### config.mk
export PLATFORM = sky130hd
export DESIGN_NAME = pirq_router
export DESIGN_NICKNAME = d
export VERILOG_FILES = /design/src/rtl/pirq_pkg.sv /design/src/rtl/pirq_route_regs.sv /design/src/rtl/pirq_level_map.sv /design/src/rtl/pirq_out_or.sv /design/src/rtl/pirq_swizzle.sv /design/src/rtl/pirq_router.sv
export SDC_FILE = /design/constraint.sdc
export NUM_CORES = 1
export LEC_CHECK = 0
export ABC_AREA = 1
export BUFFER_PORTS_ARGS = -buffer_cell sky130_fd_sc_hd__buf_4
export CAP_MARGIN = 20
export CELL_PAD_IN_SITES_DETAIL_PLACEMENT = 2
export CELL_PAD_IN_SITES_GLOBAL_PLACEMENT = 2
export CORE_MARGIN = 2
export CORE_UTILIZATION = 30
export DETAILED_ROUTE_END_ITERATION = 6
export PLACE_DENSITY = 0.81
export SLEW_MARGIN = 25
export SYNTH_ARGS = -nofsm -noshare
export SYNTH_HDL_FRONTEND = slang
export SYNTH_SLANG_ARGS = --single-unit
### constraint.sdc
create_clock -name clk -period 2.09 [get_ports clk]
set_input_delay 0.418 -clock clk [delete_from_list [all_inputs] [get_ports clk]]
set_output_delay 0.418 -clock clk [all_outputs]
set_load 0.02 [all_outputs]
### src/rtl/pirq_pkg.sv
// Shared constants and helpers for the PCI interrupt line router.
// Assumes a routing register is one byte wide and the write port is 32 bits.
package pirq_pkg;
    localparam int ROUTE_W    = 8;
    localparam int DATA_W     = 32;
    localparam int LANES      = DATA_W / ROUTE_W;
    localparam logic [ROUTE_W-1:0] ROUTE_RST = 8'h80;

    // True when a routing value names a real output (below n_outs).
    function automatic logic route_live(input logic [ROUTE_W-1:0] r, input int n_outs);
        return int'(r) < n_outs;
    endfunction
endpackage

### src/rtl/pirq_route_regs.sv
// Routing register bank: one byte per shared line, written through a
// 32-bit word port with byte enables. Assumes line l lives at byte
// offset BASE_OFF + l. Gives out the registered routing (route_q), the
// value it takes at the next edge (route_d) and a flag for any hit.
module pirq_route_regs
    import pirq_pkg::*;
#(
    parameter int N_LINES  = 4,
    parameter int AW       = 6,
    parameter int BASE_OFF = 'h60
) (
    input  logic                              clk,
    input  logic                              rst_n,
    input  logic                              wr_en,
    input  logic [AW-1:0]                     wr_word,
    input  logic [DATA_W-1:0]                 wr_data,
    input  logic [LANES-1:0]                  wr_be,
    output logic [N_LINES-1:0][ROUTE_W-1:0]   route_q,
    output logic [N_LINES-1:0][ROUTE_W-1:0]   route_d,
    output logic                              route_hit
);
    logic [N_LINES-1:0] sel;

    for (genvar l = 0; l < N_LINES; l++) begin : g_line
        localparam int OFF  = BASE_OFF + l;
        localparam int LANE = OFF % LANES;
        localparam logic [AW-1:0] WORD = AW'(OFF / LANES);

        // Decode a write to this line's byte and form its next value.
        always_comb begin
            sel[l]     = wr_en && (wr_word == WORD) && wr_be[LANE];
            route_d[l] = sel[l] ? wr_data[LANE*ROUTE_W +: ROUTE_W] : route_q[l];
        end

        // Hold the routing byte; reset leaves the line disconnected.
        always_ff @(posedge clk) begin
            if (!rst_n) route_q[l] <= ROUTE_RST;
            else        route_q[l] <= route_d[l];
        end
    end

    assign route_hit = |sel;
endmodule

### src/rtl/pirq_level_map.sv
// Level map: one bit per (output, line) pair at index out*N_LINES + line.
// On a routing write the map is cleared and rebuilt from the present
// levels under the new routing. Otherwise each connected line refreshes
// its own bit. Assumes route_d equals the registered routing when
// rebuild is low.
module pirq_level_map
    import pirq_pkg::*;
#(
    parameter int N_LINES = 4,
    parameter int N_OUTS  = 16
) (
    input  logic                              clk,
    input  logic                              rst_n,
    input  logic                              rebuild,
    input  logic [N_LINES-1:0][ROUTE_W-1:0]   route_d,
    input  logic [N_LINES-1:0]                lvl,
    output logic [N_OUTS*N_LINES-1:0]         map_q
);
    localparam int MAP_N = N_OUTS * N_LINES;
    localparam int MW    = $clog2(MAP_N);
    localparam int OW    = $clog2(N_OUTS);

    logic [MAP_N-1:0] map_d;

    // Next map: start clean on a rebuild, then place each connected line.
    always_comb begin
        map_d = rebuild ? '0 : map_q;
        for (int l = 0; l < N_LINES; l++) begin
            if (route_live(route_d[l], N_OUTS)) begin
                map_d[MW'(route_d[l][OW-1:0]) * MW'(N_LINES) + MW'(l)] = lvl[l];
            end
        end
    end

    // Map register, all clear under reset.
    always_ff @(posedge clk) begin
        if (!rst_n) map_q <= '0;
        else        map_q <= map_d;
    end
endmodule

### src/rtl/pirq_out_or.sv
// Output stage: each controller input is the OR of its N_LINES map bits.
// Purely combinational.
module pirq_out_or #(
    parameter int N_LINES = 4,
    parameter int N_OUTS  = 16
) (
    input  logic [N_OUTS*N_LINES-1:0] map_q,
    output logic [N_OUTS-1:0]         irq_out
);
    for (genvar k = 0; k < N_OUTS; k++) begin : g_out
        assign irq_out[k] = |map_q[k*N_LINES +: N_LINES];
    end
endmodule

### src/rtl/pirq_swizzle.sv
// Slot swizzle: a device's INTx pin lands on line (pin + slot - 1) mod
// N_LINES. Purely combinational.
module pirq_swizzle #(
    parameter int N_LINES = 4,
    parameter int SLOT_W  = 5
) (
    input  logic [SLOT_W-1:0]          slot,
    input  logic [$clog2(N_LINES)-1:0] pin,
    output logic [$clog2(N_LINES)-1:0] line
);
    localparam int LW = $clog2(N_LINES);

    // Add the pin to the slot with a minus-one bias, wrapped to the line count.
    always_comb begin
        line = LW'((int'(pin) + int'(slot) + N_LINES - 1) % N_LINES);
    end
endmodule

### src/rtl/pirq_router.sv
// PCI interrupt line router top. Ties the routing registers, the level
// map, the OR stage, the route query and the slot swizzle together.
// Assumes N_LINES and N_OUTS are powers of two and the routing bytes
// share one 32-bit word.
module pirq_router
    import pirq_pkg::*;
#(
    parameter int N_LINES  = 4,
    parameter int N_OUTS   = 16,
    parameter int AW       = 6,
    parameter int BASE_OFF = 'h60,
    parameter int SLOT_W   = 5
) (
    input  logic                       clk,
    input  logic                       rst_n,
    input  logic                       wr_en,
    input  logic [AW-1:0]              wr_word,
    input  logic [31:0]                wr_data,
    input  logic [3:0]                 wr_be,
    input  logic [N_LINES-1:0]         lvl_in,
    output logic [N_OUTS-1:0]          irq_out,
    input  logic [$clog2(N_LINES)-1:0] qry_line,
    output logic                       qry_en,
    output logic [$clog2(N_OUTS)-1:0]  qry_irq,
    input  logic [SLOT_W-1:0]          swz_slot,
    input  logic [$clog2(N_LINES)-1:0] swz_pin,
    output logic [$clog2(N_LINES)-1:0] swz_line
);
    localparam int OW = $clog2(N_OUTS);

    logic [N_LINES-1:0][ROUTE_W-1:0] route_q;
    logic [N_LINES-1:0][ROUTE_W-1:0] route_d;
    logic                            route_hit;
    logic [N_OUTS*N_LINES-1:0]       map_q;
    logic [ROUTE_W-1:0]              qry_route;

    pirq_route_regs #(.N_LINES(N_LINES), .AW(AW), .BASE_OFF(BASE_OFF)) u_regs (
        .clk(clk), .rst_n(rst_n), .wr_en(wr_en), .wr_word(wr_word),
        .wr_data(wr_data), .wr_be(wr_be), .route_q(route_q),
        .route_d(route_d), .route_hit(route_hit)
    );

    pirq_level_map #(.N_LINES(N_LINES), .N_OUTS(N_OUTS)) u_map (
        .clk(clk), .rst_n(rst_n), .rebuild(route_hit), .route_d(route_d),
        .lvl(lvl_in), .map_q(map_q)
    );

    pirq_out_or #(.N_LINES(N_LINES), .N_OUTS(N_OUTS)) u_or (
        .map_q(map_q), .irq_out(irq_out)
    );

    pirq_swizzle #(.N_LINES(N_LINES), .SLOT_W(SLOT_W)) u_swz (
        .slot(swz_slot), .pin(swz_pin), .line(swz_line)
    );

    // Route query: report the registered routing of the selected line.
    always_comb begin
        qry_route = route_q[qry_line];
        qry_en    = route_live(qry_route, N_OUTS);
        qry_irq   = qry_route[OW-1:0];
    end
endmodule

; Word level (Yosys, flattened, before mapping)
; Index checks and enable logic that the tools add are counted.
[classes]
reduce_logical = 26
magnitude_cmp = 14
mux = 23
add_sub_neg = 6
eq_ne = 1
[op_table]
columns = operator, count
row1 = 64-bit two-way mux, 5
row2 = 64-bit bitwise mux, 4
row3 = 4-bit OR reduction, 17
row4 = 8-bit by 5-bit less-than comparator with 1-bit output (second input constant), 5
row5 = 8-bit two-way mux, 5
row6 = 6-bit by 7-bit less-than comparator with 1-bit output (second input constant), 4
row7 = 6-bit by 1-bit >= comparator with 1-bit output (second input constant), 4
row8 = 1-bit demux with 6-bit select, 3
row9 = 8-bit binary-select mux with 2-bit select, 1
row10 = 6-bit by 2-bit adder with 6-bit output (second input constant), 2
row11 = 1-bit logical AND, 9
row12 = 6-bit by 1-bit adder with 6-bit output (second input constant), 1
row13 = 6-bit by 5-bit == test with 1-bit output (second input constant), 1
row14 = 1-bit demux with 4-bit select, 1
row15 = 1-bit two-way mux, 4
row16 = 2-bit by 3-bit less-than comparator with 1-bit output (second input constant), 1
row17 = 2-bit by 1-bit adder with 2-bit output (second input constant), 1
row18 = 2-bit adder, 1
row19 = 2-bit subtractor (second input constant), 1
[word_totals]
out_inout_bits = 23
register_bits = 96
input_bits = 58
word_cells = 75

; Longest topological paths before layout
; Gate-level depths: netlist (run 1).
[depth]
depth_word = 16
mapped_depth = 13
ltp_nobuf = 11

; Cells and area by module
; A second synthesis (run 1) with hierarchy kept.
[unflattened]
cells_unflattened = 997
hier_area_um2 = 5895.7
[modules_own_cells]
columns = module, n_inst, cells_each, seq_area_each_um2, area_per_inst_um2
row1 = pirq_level_map, 1, 622, 1281.2, 3678.5
row2 = pirq_route_regs, 1, 272, 640.6, 1778.0
row3 = pirq_router, 1, 42, 0.0, 200.2
row4 = pirq_out_or, 1, 48, 0.0, 180.2
row5 = pirq_swizzle, 1, 13, 0.0, 58.8

; Worst setup path before layout (run 1)
; Ideal clock, no wire load.
[synth_path]
path_kind = input-to-output
start = input qry_line[0]
end = output qry_irq[2]
t_required_ns = 1.672
n_path_buf = 2
cell_stages = 6
t_arrival_ns = 1.479
slack_ns = 0.193
cell_sequence = clkbuf_1 > inv_1 > clkbuf_1 > o21ai_0 > a21oi_1 > a21oi_1
[synth_between]
elab_chain_len = 2
[synth_lines]
columns = item, line
row1 = from (decl), pirq_router.sv:22  ; input logic [$clog2(N_LINES)-1:0] qry_line,
row2 = 8-bit binary-select mux with 2-bit select, pirq_router.sv:58  ; qry_route = route_q[qry_line];
row3 = 8-bit two-way mux (not written as such), pirq_router.sv:58
row4 = to (decl), pirq_router.sv:24  ; output logic [$clog2(N_OUTS)-1:0] qry_irq,
; No other way between the ends. The select of a mux whose other input is x is not followed.

; Final worst setup path (run 1)
[layout_path]
start = register u_regs.route_q[12] (netlist bit)
end = output qry_en
[layout_between]
elab_chain_len = 3
[layout_lines]
columns = item, line
row1 = from (decl), pirq_route_regs.sv:18  ; output logic [N_LINES-1:0][ROUTE_W-1:0] route_q,
row2 = "from (signal, indexed assignment)", pirq_route_regs.sv:38  ; else route_q[l] <= route_d[l];
row3 = 8-bit binary-select mux with 2-bit select, pirq_router.sv:58
row4 = 8-bit two-way mux (not written as such), pirq_router.sv:58
row5 = 8-bit by 5-bit less-than comparator with 1-bit output, pirq_pkg.sv:11  ; return int'(r) < n_outs;
row6 = to (decl), pirq_router.sv:23  ; output logic qry_en,
; No other way between the ends. The select of a mux whose other input is x is not followed.

==> impl_metrics.py, run 1 <==
metrics = {
    "synth": {
        "yosysSeqAreaShare_pct": 33.89,
        "syn_nets": 1009,
        "ys_dominant_reg_cell": "dfxtp_1",
        "ys_ff_latch": 96,
        "synth_top_area_share_pct": 33.89,
        "synth_cell_types": 26,
        "synth-edff-count": 0,
        "synthArstFlopShare_pct": 0,
        "synth_largest_area_cell": "dfxtp_1",
        "postSynthAreaPerCell_um2": 5.969,
        "netlist_top_cells_area": "dfxtp_1, nor2_1, nand2_1",
        "yosysWarnings": 0,
        "syn_area_um2": 5670,
        "netlist_instances": 950,
    },
    "worst_setup_path": {
        "regToRegStartpoint": "u_regs.route_q[27]",
        "arrival_ns": 1.52,
        "crit_chain": "inv_1 > nand3_1 > o311ai_0 > nand2_1 > inv_1 > buf_4",
        "rrSetupSlack_ns": 0.71,
        "required_ns": 1.67,
        "crit_type": "reg2out",
        "reg2reg_depth": 8,
        "worstPathMaxFanout": 2,
        "critPathTopFamily": "compound AO/OA/AOI/OAI gates",
        "slowest_delay_ns": 0.43,
        "cp-end-kind": "primary output",
        "r2r_end": "u_map.map_q[31]",
        "critPathSlowestCell": "o311ai_0",
        "worst-path-buf-inv": 3,
        "start_kind": "flop",
        "crit_top_cell": "inv_1",
    },
    "timing": {
        "fmax_ghz": 0.5154,
        "period_minus_slack_ns": 1.940,
        "slew_violations": 0,
        "rsz0062_at_grt": "false",
        "relSlewSlack_pct": 57.47,
        "skew_ns": 0.007040,
        "fin_crit_sh_pct": 92.84,
        "tightest_slew_ns": 0.6373,
        "setup_violations": 0,
        "final_hold_viol_count": 0,
        "timing.final.ws_setup_ns": 0.1497,
    },
    "placement": {
        "gp_congestion": 0.8095,
        "dp_cells": 1240,
        "dp_slack_ns": -0.1709,
        "place_area_um2": 6615,
        "portBuffers": 77,
        "hpwl_mm": 16.25,
    },
    "die": {
        "dieArea_um2": 20020,
        "die_x_um": 141.5,
        "coreArea_um2": 18640,
        "start_util_pct": 30.42,
        "rows": 50,
        "dieHeight_um": 141.5,
        "ios": 81,
    },
    "clock_network": {
        "clk_latency_ns": 0.36,
        "htree_levels": 3,
        "cts_tree": "done",
        "path_clk_slew_ns": 0.07,
        "clock-sinks": 96,
        "ctsHoldBuffers": 0,
        "numCtsBuffers": 9,
        "cts-root-buf": "clkbuf_16",
        "clockBufferDepth": 2,
        "cts.repair.resized": 0,
        "post-cts-setup-buffer-count": 0,
    },
    "detailed_routing": {
        "routed-wl-met3_um": 816,
        "drt_iter0_markers": 264,
        "ant_nets": 0,
        "via_per_inst": 5.060,
        "via_count": 6355,
        "route.detailed.drc": 0,
        "wl_per_cell_um": 17.68,
        "highest_layer": "met4",
        "wl_met1_mm": 9.857,
        "met2_wirelength_mm": 11.10,
        "drtPass1Iterations": 4,
        "totalWireLength_mm": 22.21,
    },
    "grt": {
        "grt_max_degree": 36,
        "grt_use_total_pct": 23.12,
        "grt_overflow": 0,
        "antenna_found_initial": 0,
        "grt_first_pass_wirelength_mm": 36.18,
        "grt_pass1_vias": 7048,
    },
    "power_and_ir_drop": {
        "power_leakage_nw": 3.204,
        "peakVddDrop_uv": 378.1,
        "finalPower_mw": 4.087,
        "powerDensity_nw_per_um2": 588.7,
    },
    "min_path": {
        "holdCritStartpoint": "wr_data[28]",
        "worstHoldPathCells": 3,
        "min_to": "u_regs.route_q[28]",
        "hold_class": "in2reg",
    },
    "cells_and_area": {
        "diodes": 0,
        "area_growth_pct": 22.44,
        "finalInstanceArea_um2": 6943,
        "drive_above_1_share_pct": 13.01,
        "stdcell_count": 1256,
        "n_fill_cell": 2341,
        "final_net_count": 1076,
        "utilization_pct": 37.24,
    },
    "job": {
        "maxCapViolations": 0,
    },
    "status": {
        "outcome": "completed",
    },
}
[Yosys cell counts, types with 3 or more instances]
master    instances
nand3_1          72
o21ai_1           3
buf_4            13
nand3_2           3
inv_1           139
nor2_1          222
nand4_1          60
buf_1             9
dfxtp_1          96
o21ai_0           4
a21oi_1          76
nor2_2            3
buf_2            12
clkbuf_1         11
buf_6             3
nand2_1         210
[report_power, final]
group          switching (mW)  internal [mW]  total [mW]
Clock                   0.822           1.06        1.89
Combinational           0.228          0.143       0.370
Sequential            0.00175           1.83        1.83
[state kept, by name (all words and copies together) (netlist names)]
name / count
u_map.map_q: 64
u_regs.route_q: 32
[metal layers]
metal,GRT usage [%],vias to the layer above
met2,42.31,98
met3,3.206,31
met1,28.28,3120
met5,0,-
met4,6.474,0
li1,-,3106
[worst min-delay path, delay by kind of cell]
kind | cells | cell delay (ns)
simple gates | 1 | 0.08
compound gates | 1 | 0.06
buf+inv | 1 | 0.09
[how the worst max path moves through the flow]
stage	cells past startpoint	slack, ns	start	to
global route	11	0.03	wr_word[2]	u_map.map_q[26]
CTS	6	0.15	u_regs.route_q[12]	qry_en
finish	6	0.15	u_regs.route_q[12]	qry_en
floorplan	6	0.19	qry_line[0]	qry_irq[2]
global placement	13	-0.07	wr_word[0]	u_map.map_q[33]
detailed placement	11	-0.17	wr_word[2]	u_map.map_q[6]
[final cells by class]
cell class / instances / area [um2] / share of cell area (%)
inverter: 140 / 525.5 / 7.569
clock buffer: 9 / 225.2 / 3.244
timing repair buffer: 104 / 918.4 / 13.23
clock inverter: 7 / 102.6 / 1.478
tap: 234 / 292.8 / 4.217
sequential: 96 / 1922 / 27.68
multi-input combinational: 666 / 2957 / 42.58
[through the flow]
step | TNS (ns) | hold slack [ns]
final | 0 | 0.3189
after global routing | 0 | 0.3528
after CTS | 0 | 0.3082
after detailed placement | -5.372 | 0.5495
after global placement | -2.763 | 0.5295
after floorplan | 0 | 0.5001
[cells by family (layout without fill, tap and decap cells)]
logic type      count (synthesis)  after routing  share of synthesized area [%]
simple gates                  577            577                          43.82
buf+inv                       188            260                          13.97
flops                          96             96                          33.89
compound gates                 86             86                          7.789
xor+xnor                        2              2                         0.3090
fa+ha+maj                       1              1                         0.2206
[layout by cell type (no fill, tap or decap), types with 2 or more instances in the layout]
master	n
inv_6	2
nor2_1	222
o21ai_0	4
nor2_4	2
a21oi_1	76
nand4_1	60
clkbuf_16	9
inv_1	139
o21ai_1	3
o311ai_0	2
buf_12	11
dfxtp_1	96
nand2_1	210
bufinv_16	2
nor2_2	3
nand3_1	72
nand3_2	3
buf_4	93
xnor2_1	2
clkinv_4	2
nor3_1	2
Note: power is estimated with default switching activity, not from simulation.
==> run 2: changes to the inputs <==
- BUFFER_PORTS_ARGS: -buffer_cell sky130_fd_sc_hd__buf_4 -> unset
- CORE_UTILIZATION: 30 -> 33
- DONT_BUFFER_PORTS: unset -> 1
- PLACE_DENSITY: 0.81 -> 0.8
- RECOVER_POWER: unset -> 50
- SLEW_MARGIN: 25 -> unset
==> impl_metrics.py, run 2 (synthesized netlist as in run 1, its figures left out) <==
metrics = {
    "worst_setup_path": {
        "start_kind": "flop",
        "crit_start": "u_regs.route_q[5]",
        "regToRegStartpoint": "u_regs.route_q[16]",
        "reg2reg_depth": 7,
        "critPathTopFamily": "simple AND/OR/NAND/NOR gates",
        "critPathSlowestCell": "dfxtp_1",
        "rrSetupSlack_ns": 0.69,
        "slowest_delay_ns": 0.31,
        "worst-path-buf-inv": 1,
        "worstPathMaxFanout": 2,
        "crit_cells": 5,
        "r2r_end": "u_map.map_q[62]",
        "required_ns": 1.67,
        "crit_chain": "nor3_1 > nand3_1 > o311ai_1 > nand2_1 > inv_1",
        "cp-end-kind": "primary output",
        "endpoint": "qry_en",
        "crit_type": "reg2out",
        "arrival_ns": 1.45,
    },
    "clock_network": {
        "post-cts-setup-buffer-count": 0,
        "clk_latency_ns": 0.35,
        "ctsHoldBuffers": 0,
        "htree_levels": 3,
        "path_clk_slew_ns": 0.07,
        "cts_tree": "done",
        "cts.repair.resized": 0,
        "cts-root-buf": "clkbuf_16",
        "numCtsBuffers": 9,
        "clock-sinks": 96,
        "clockBufferDepth": 2,
    },
    "die": {
        "rows": 47,
        "coreArea_um2": 16700,
        "start_util_pct": 33.95,
        "dieHeight_um": 135.1,
        "die_x_um": 135.1,
        "ios": 81,
        "dieArea_um2": 18250,
    },
    "timing": {
        "setup_violations": 0,
        "final_hold_viol_count": 0,
        "slew_violations": 0,
        "tightest_slew_ns": 0.6817,
        "timing.final.ws_setup_ns": 0.2207,
        "fmax_ghz": 0.5350,
        "period_minus_slack_ns": 1.869,
        "skew_ns": 0.008796,
        "fin_crit_sh_pct": 89.44,
        "relSlewSlack_pct": 54.50,
        "rsz0062_at_grt": "false",
        "tns_ns": 0,
    },
    "detailed_routing": {
        "wl_per_cell_um": 18.35,
        "via_count": 6009,
        "drt_iter0_markers": 266,
        "route.detailed.drc": 0,
        "via_per_inst": 5.198,
        "totalWireLength_mm": 21.22,
        "ant_nets": 0,
        "drtPass1Iterations": 5,
    },
    "power_and_ir_drop": {
        "peakVddDrop_uv": 358.6,
        "switchingPower_uw": 880.1,
        "power_leakage_nw": 2.736,
        "intPower_mw": 2.716,
        "seq_power_share_pct": 51.0,
        "p_clk_share_pct": 43.3,
        "swShare_pct": 24.47,
        "powerDensity_nw_per_um2": 585.3,
        "finalPower_mw": 3.596,
        "power_frac_comb_pct": 5.8,
    },
    "cells_and_area": {
        "drive_above_1_share_pct": 4.060,
        "stdcell_count": 1156,
        "n_fill_cell": 2110,
        "regMostFlops": "u_map.map_q",
        "utilization_pct": 36.79,
        "final_net_count": 992,
        "diodes": 0,
        "area_growth_pct": 8.363,
        "final_common_cell": "nor2_1",
        "final_cell_mix": "nor2_1, nand2_1, inv_1",
        "reg.largest.list": "u_map.map_q x64, u_regs.route_q x32",
        "largest_register_ffs": 64,
    },
    "min_path": {
        "hold_class": "in2reg",
        "holdCritStartpoint": "rst_n",
    },
    "placement": {
        "hpwl_mm": 15.40,
        "gp_congestion": 0.7908,
        "dp_cells": 1142,
        "dp_slack_ns": -0.02881,
        "portBuffers": 0,
    },
    "job": {
        "maxCapViolations": 0,
    },
    "grt": {
        "antenna_found_initial": 1,
        "grt_max_degree": 70,
        "grt_pass1_vias": 6365,
        "grt_first_pass_wirelength_mm": 33.92,
        "grt_overflow": 0,
        "grt_use_total_pct": 24.14,
    },
    "status": {
        "outcome": "completed",
    },
}
run 2: cell type report:
class	count	area, um2	area share, %
clock inverters	1	5.005	0.08145
flip-flops and latches	96	1922	31.28
repair buffers	20	222.7	3.625
inverters	140	525.5	8.552
well taps	220	275.3	4.480
multi-input cells	666	2944	47.91
clock buffers	13	250.2	4.072
run 2: power by group through the flow:
stage | sequential (mW) | combinational [mW] | clock [mW]
CTS | 1.83 | 0.213 | 1.60
global placement | 1.87 | 0.204 | 0
detailed placement | 1.87 | 0.211 | 0
finish | 1.83 | 0.208 | 1.56
floorplan | 1.87 | 0.178 | 0
global route | 1.83 | 0.233 | 1.66
run 2: worst min-delay path by stage:
stage	to	slack (ns)	cells after the start
after floorplan	u_regs.route_q[31]	0.50	4
after global placement	u_regs.route_q[7]	0.50	1
after detailed placement	u_regs.route_q[31]	0.51	1
after CTS	u_regs.route_q[31]	0.14	1
after global routing	u_regs.route_q[7]	0.15	1
final	u_regs.route_q[7]	0.17	1
run 2: metrics by stage:
| step | hold WS, ns | instance area [um2] |
|---|---|---|
| 2_1_floorplan | 0.5001 | 5670 |
| 3_3_place_gp | 0.5020 | 5917 |
| 3_5_place_dp | 0.5084 | 5917 |
| 4_1_cts | 0.1368 | 6172 |
| 5_1_grt | 0.1526 | 6145 |
| 6_report | 0.1656 | 6145 |
run 2: per-layer routing:
metal	vias up	part of all wire [%]	global-route usage, %
met5	-	0.061	0
met3	26	3.9	3.641
li1	2950	-	-
met2	110	49	42.16
met1	2921	45	30.37
met4	2	2.0	8.218
==> run 3: changes to the inputs <==
- clock period: 2.09 -> 1.8 ns (I/O delays scaled with it)
==> impl_metrics.py, run 3 (synthesized netlist as in run 1, its figures left out) <==
metrics = {
    "cells_and_area": {
        "drive_above_1_share_pct": 8.436,
        "finalInstanceArea_um2": 6530,
        "largest_register_ffs": 64,
        "area_growth_pct": 15.16,
        "diodes": 0,
        "final_common_cell": "nor2_1",
        "final_cell_mix": "nor2_1, nand2_1, inv_1",
        "reg.largest.list": "u_map.map_q x64, u_regs.route_q x32",
        "regMostFlops": "u_map.map_q",
        "final_net_count": 1028,
    },
    "power_and_ir_drop": {
        "power_leakage_nw": 2.943,
        "powerDensity_nw_per_um2": 681.4,
        "peakVddDrop_uv": 447.5,
    },
    "timing": {
        "tns_ns": 0,
        "fmax_ghz": 0.5789,
        "rsz0062_at_grt": "true",
        "setup_violations": 0,
        "timing.final.ws_setup_ns": 0.07254,
        "relSlewSlack_pct": 58.24,
        "slew_violations": 0,
        "final_hold_viol_count": 0,
        "period_minus_slack_ns": 1.727,
        "whs_ns": 0.09821,
        "skew_ns": 0.01087,
        "fin_crit_sh_pct": 95.97,
        "tightest_slew_ns": 0.6257,
    },
    "worst_setup_path": {
        "crit_start": "u_regs.route_q[9]",
        "crit_top_cell": "a21oi_1",
        "worstPathMaxFanout": 2,
        "crit_chain": "inv_1 > o21ai_0 > a21oi_1 > a21oi_1 > buf_4",
        "arrival_ns": 1.37,
        "required_ns": 1.44,
        "crit_type": "reg2out",
        "critPathSlowestCell": "dfxtp_1",
        "slowest_delay_ns": 0.34,
        "start_kind": "flop",
        "cp-end-kind": "primary output",
        "regToRegStartpoint": "u_regs.route_q[17]",
    },
    "detailed_routing": {
        "drt_iter0_markers": 297,
        "via_count": 6256,
        "wl_per_cell_um": 18.89,
        "drtPass1Iterations": 5,
        "via_per_inst": 5.248,
        "totalWireLength_mm": 22.52,
        "ant_nets": 0,
        "route.detailed.drc": 0,
    },
    "grt": {
        "grt_pass1_vias": 6775,
        "grt_first_pass_wirelength_mm": 36.43,
        "grt_overflow": 0,
        "grt_use_total_pct": 25.95,
        "grt_max_degree": 70,
        "antenna_found_initial": 0,
    },
    "status": {
        "outcome": "completed",
    },
    "placement": {
        "gp_congestion": 0.7716,
        "dp_slack_ns": -0.2356,
        "place_area_um2": 6237,
        "hpwl_mm": 16.04,
        "portBuffers": 0,
    },
    "die": {
        "die_x_um": 135.1,
        "ios": 81,
        "dieHeight_um": 135.1,
        "coreArea_um2": 16700,
        "dieArea_um2": 18250,
        "start_util_pct": 33.95,
        "rows": 47,
    },
    "clock_network": {
        "path_clk_slew_ns": 0.07,
        "cts_tree": "done",
        "clock-sinks": 96,
        "htree_levels": 3,
        "ctsHoldBuffers": 0,
        "clockBufferDepth": 2,
        "cts-root-buf": "clkbuf_16",
        "post-cts-setup-buffer-count": 0,
        "numCtsBuffers": 9,
        "clk_latency_ns": 0.36,
    },
    "job": {
        "maxCapViolations": 0,
    },
    "min_path": {
        "hold_class": "in2reg",
        "holdCritStartpoint": "rst_n",
    },
}
## run 3: layout make-up
| cell class | instances | area [um2] |
|---|---|---|
| clock buffer | 12 | 256.5 |
| tap | 220 | 275.3 |
| multi-input combinational | 666 | 2965 |
| clock inverter | 2 | 38.79 |
| fill | 2137 | 10170 |
| inverter | 140 | 525.5 |
| timing repair buffer | 56 | 546.8 |
| sequential | 96 | 1922 |
## run 3: final timing paths
check                           depth (start not counted)                 to  slack [ns]
worst min-delay path                                    1  u_regs.route_q[7]         0.1
worst min register to register                          4  u_regs.route_q[5]        0.56
worst max register to register                          7     u_map.map_q[6]        0.40
worst max-delay path                                    5         qry_irq[1]        0.07
## run 3: worst max-delay path, delay by kind of cell, from the launching register on
family	cells	cell delay (ns)
AOI/OAI and AO/OA	3	0.42
buffers and inverters	2	0.24
DFF	1	0.34
## run 3: what timing repair did
item,CTS,global route
resized for setup,2,5
hold endpoints to repair,0,0
cloned,0,0
setup endpoints to repair,1,6
## run 3: where the power goes
part,switching (mW),internal (mW),total [mW]
Clock,0.903,1.15,2.05
Sequential,0.00210,2.13,2.13
Combinational,0.183,0.0896,0.272
## run 3: stage by stage
step / std cells / power (mW) / util, %
5_1_grt: 1192 / 4.577 / 39.10
4_1_cts: 1192 / 4.492 / 39.11
6_report: 1192 / 4.449 / 39.10
3_5_place_dp: 1178 / 2.447 / 37.35
2_1_floorplan: 950 / 2.383 / -
3_3_place_gp: 1178 / 2.437 / 37.35
## run 3: routing by layer
| layer | up-vias | GRT usage, % | wire, um |
|---|---|---|---|
| li1 | 3010 | - | - |
| met1 | 3080 | 31.36 | 9652 |
| met2 | 130 | 45.54 | 11280 |
| met3 | 36 | 5.218 | 1090 |
| met4 | 0 | 9.549 | 504 |
| met5 | - | 0 | 0 |
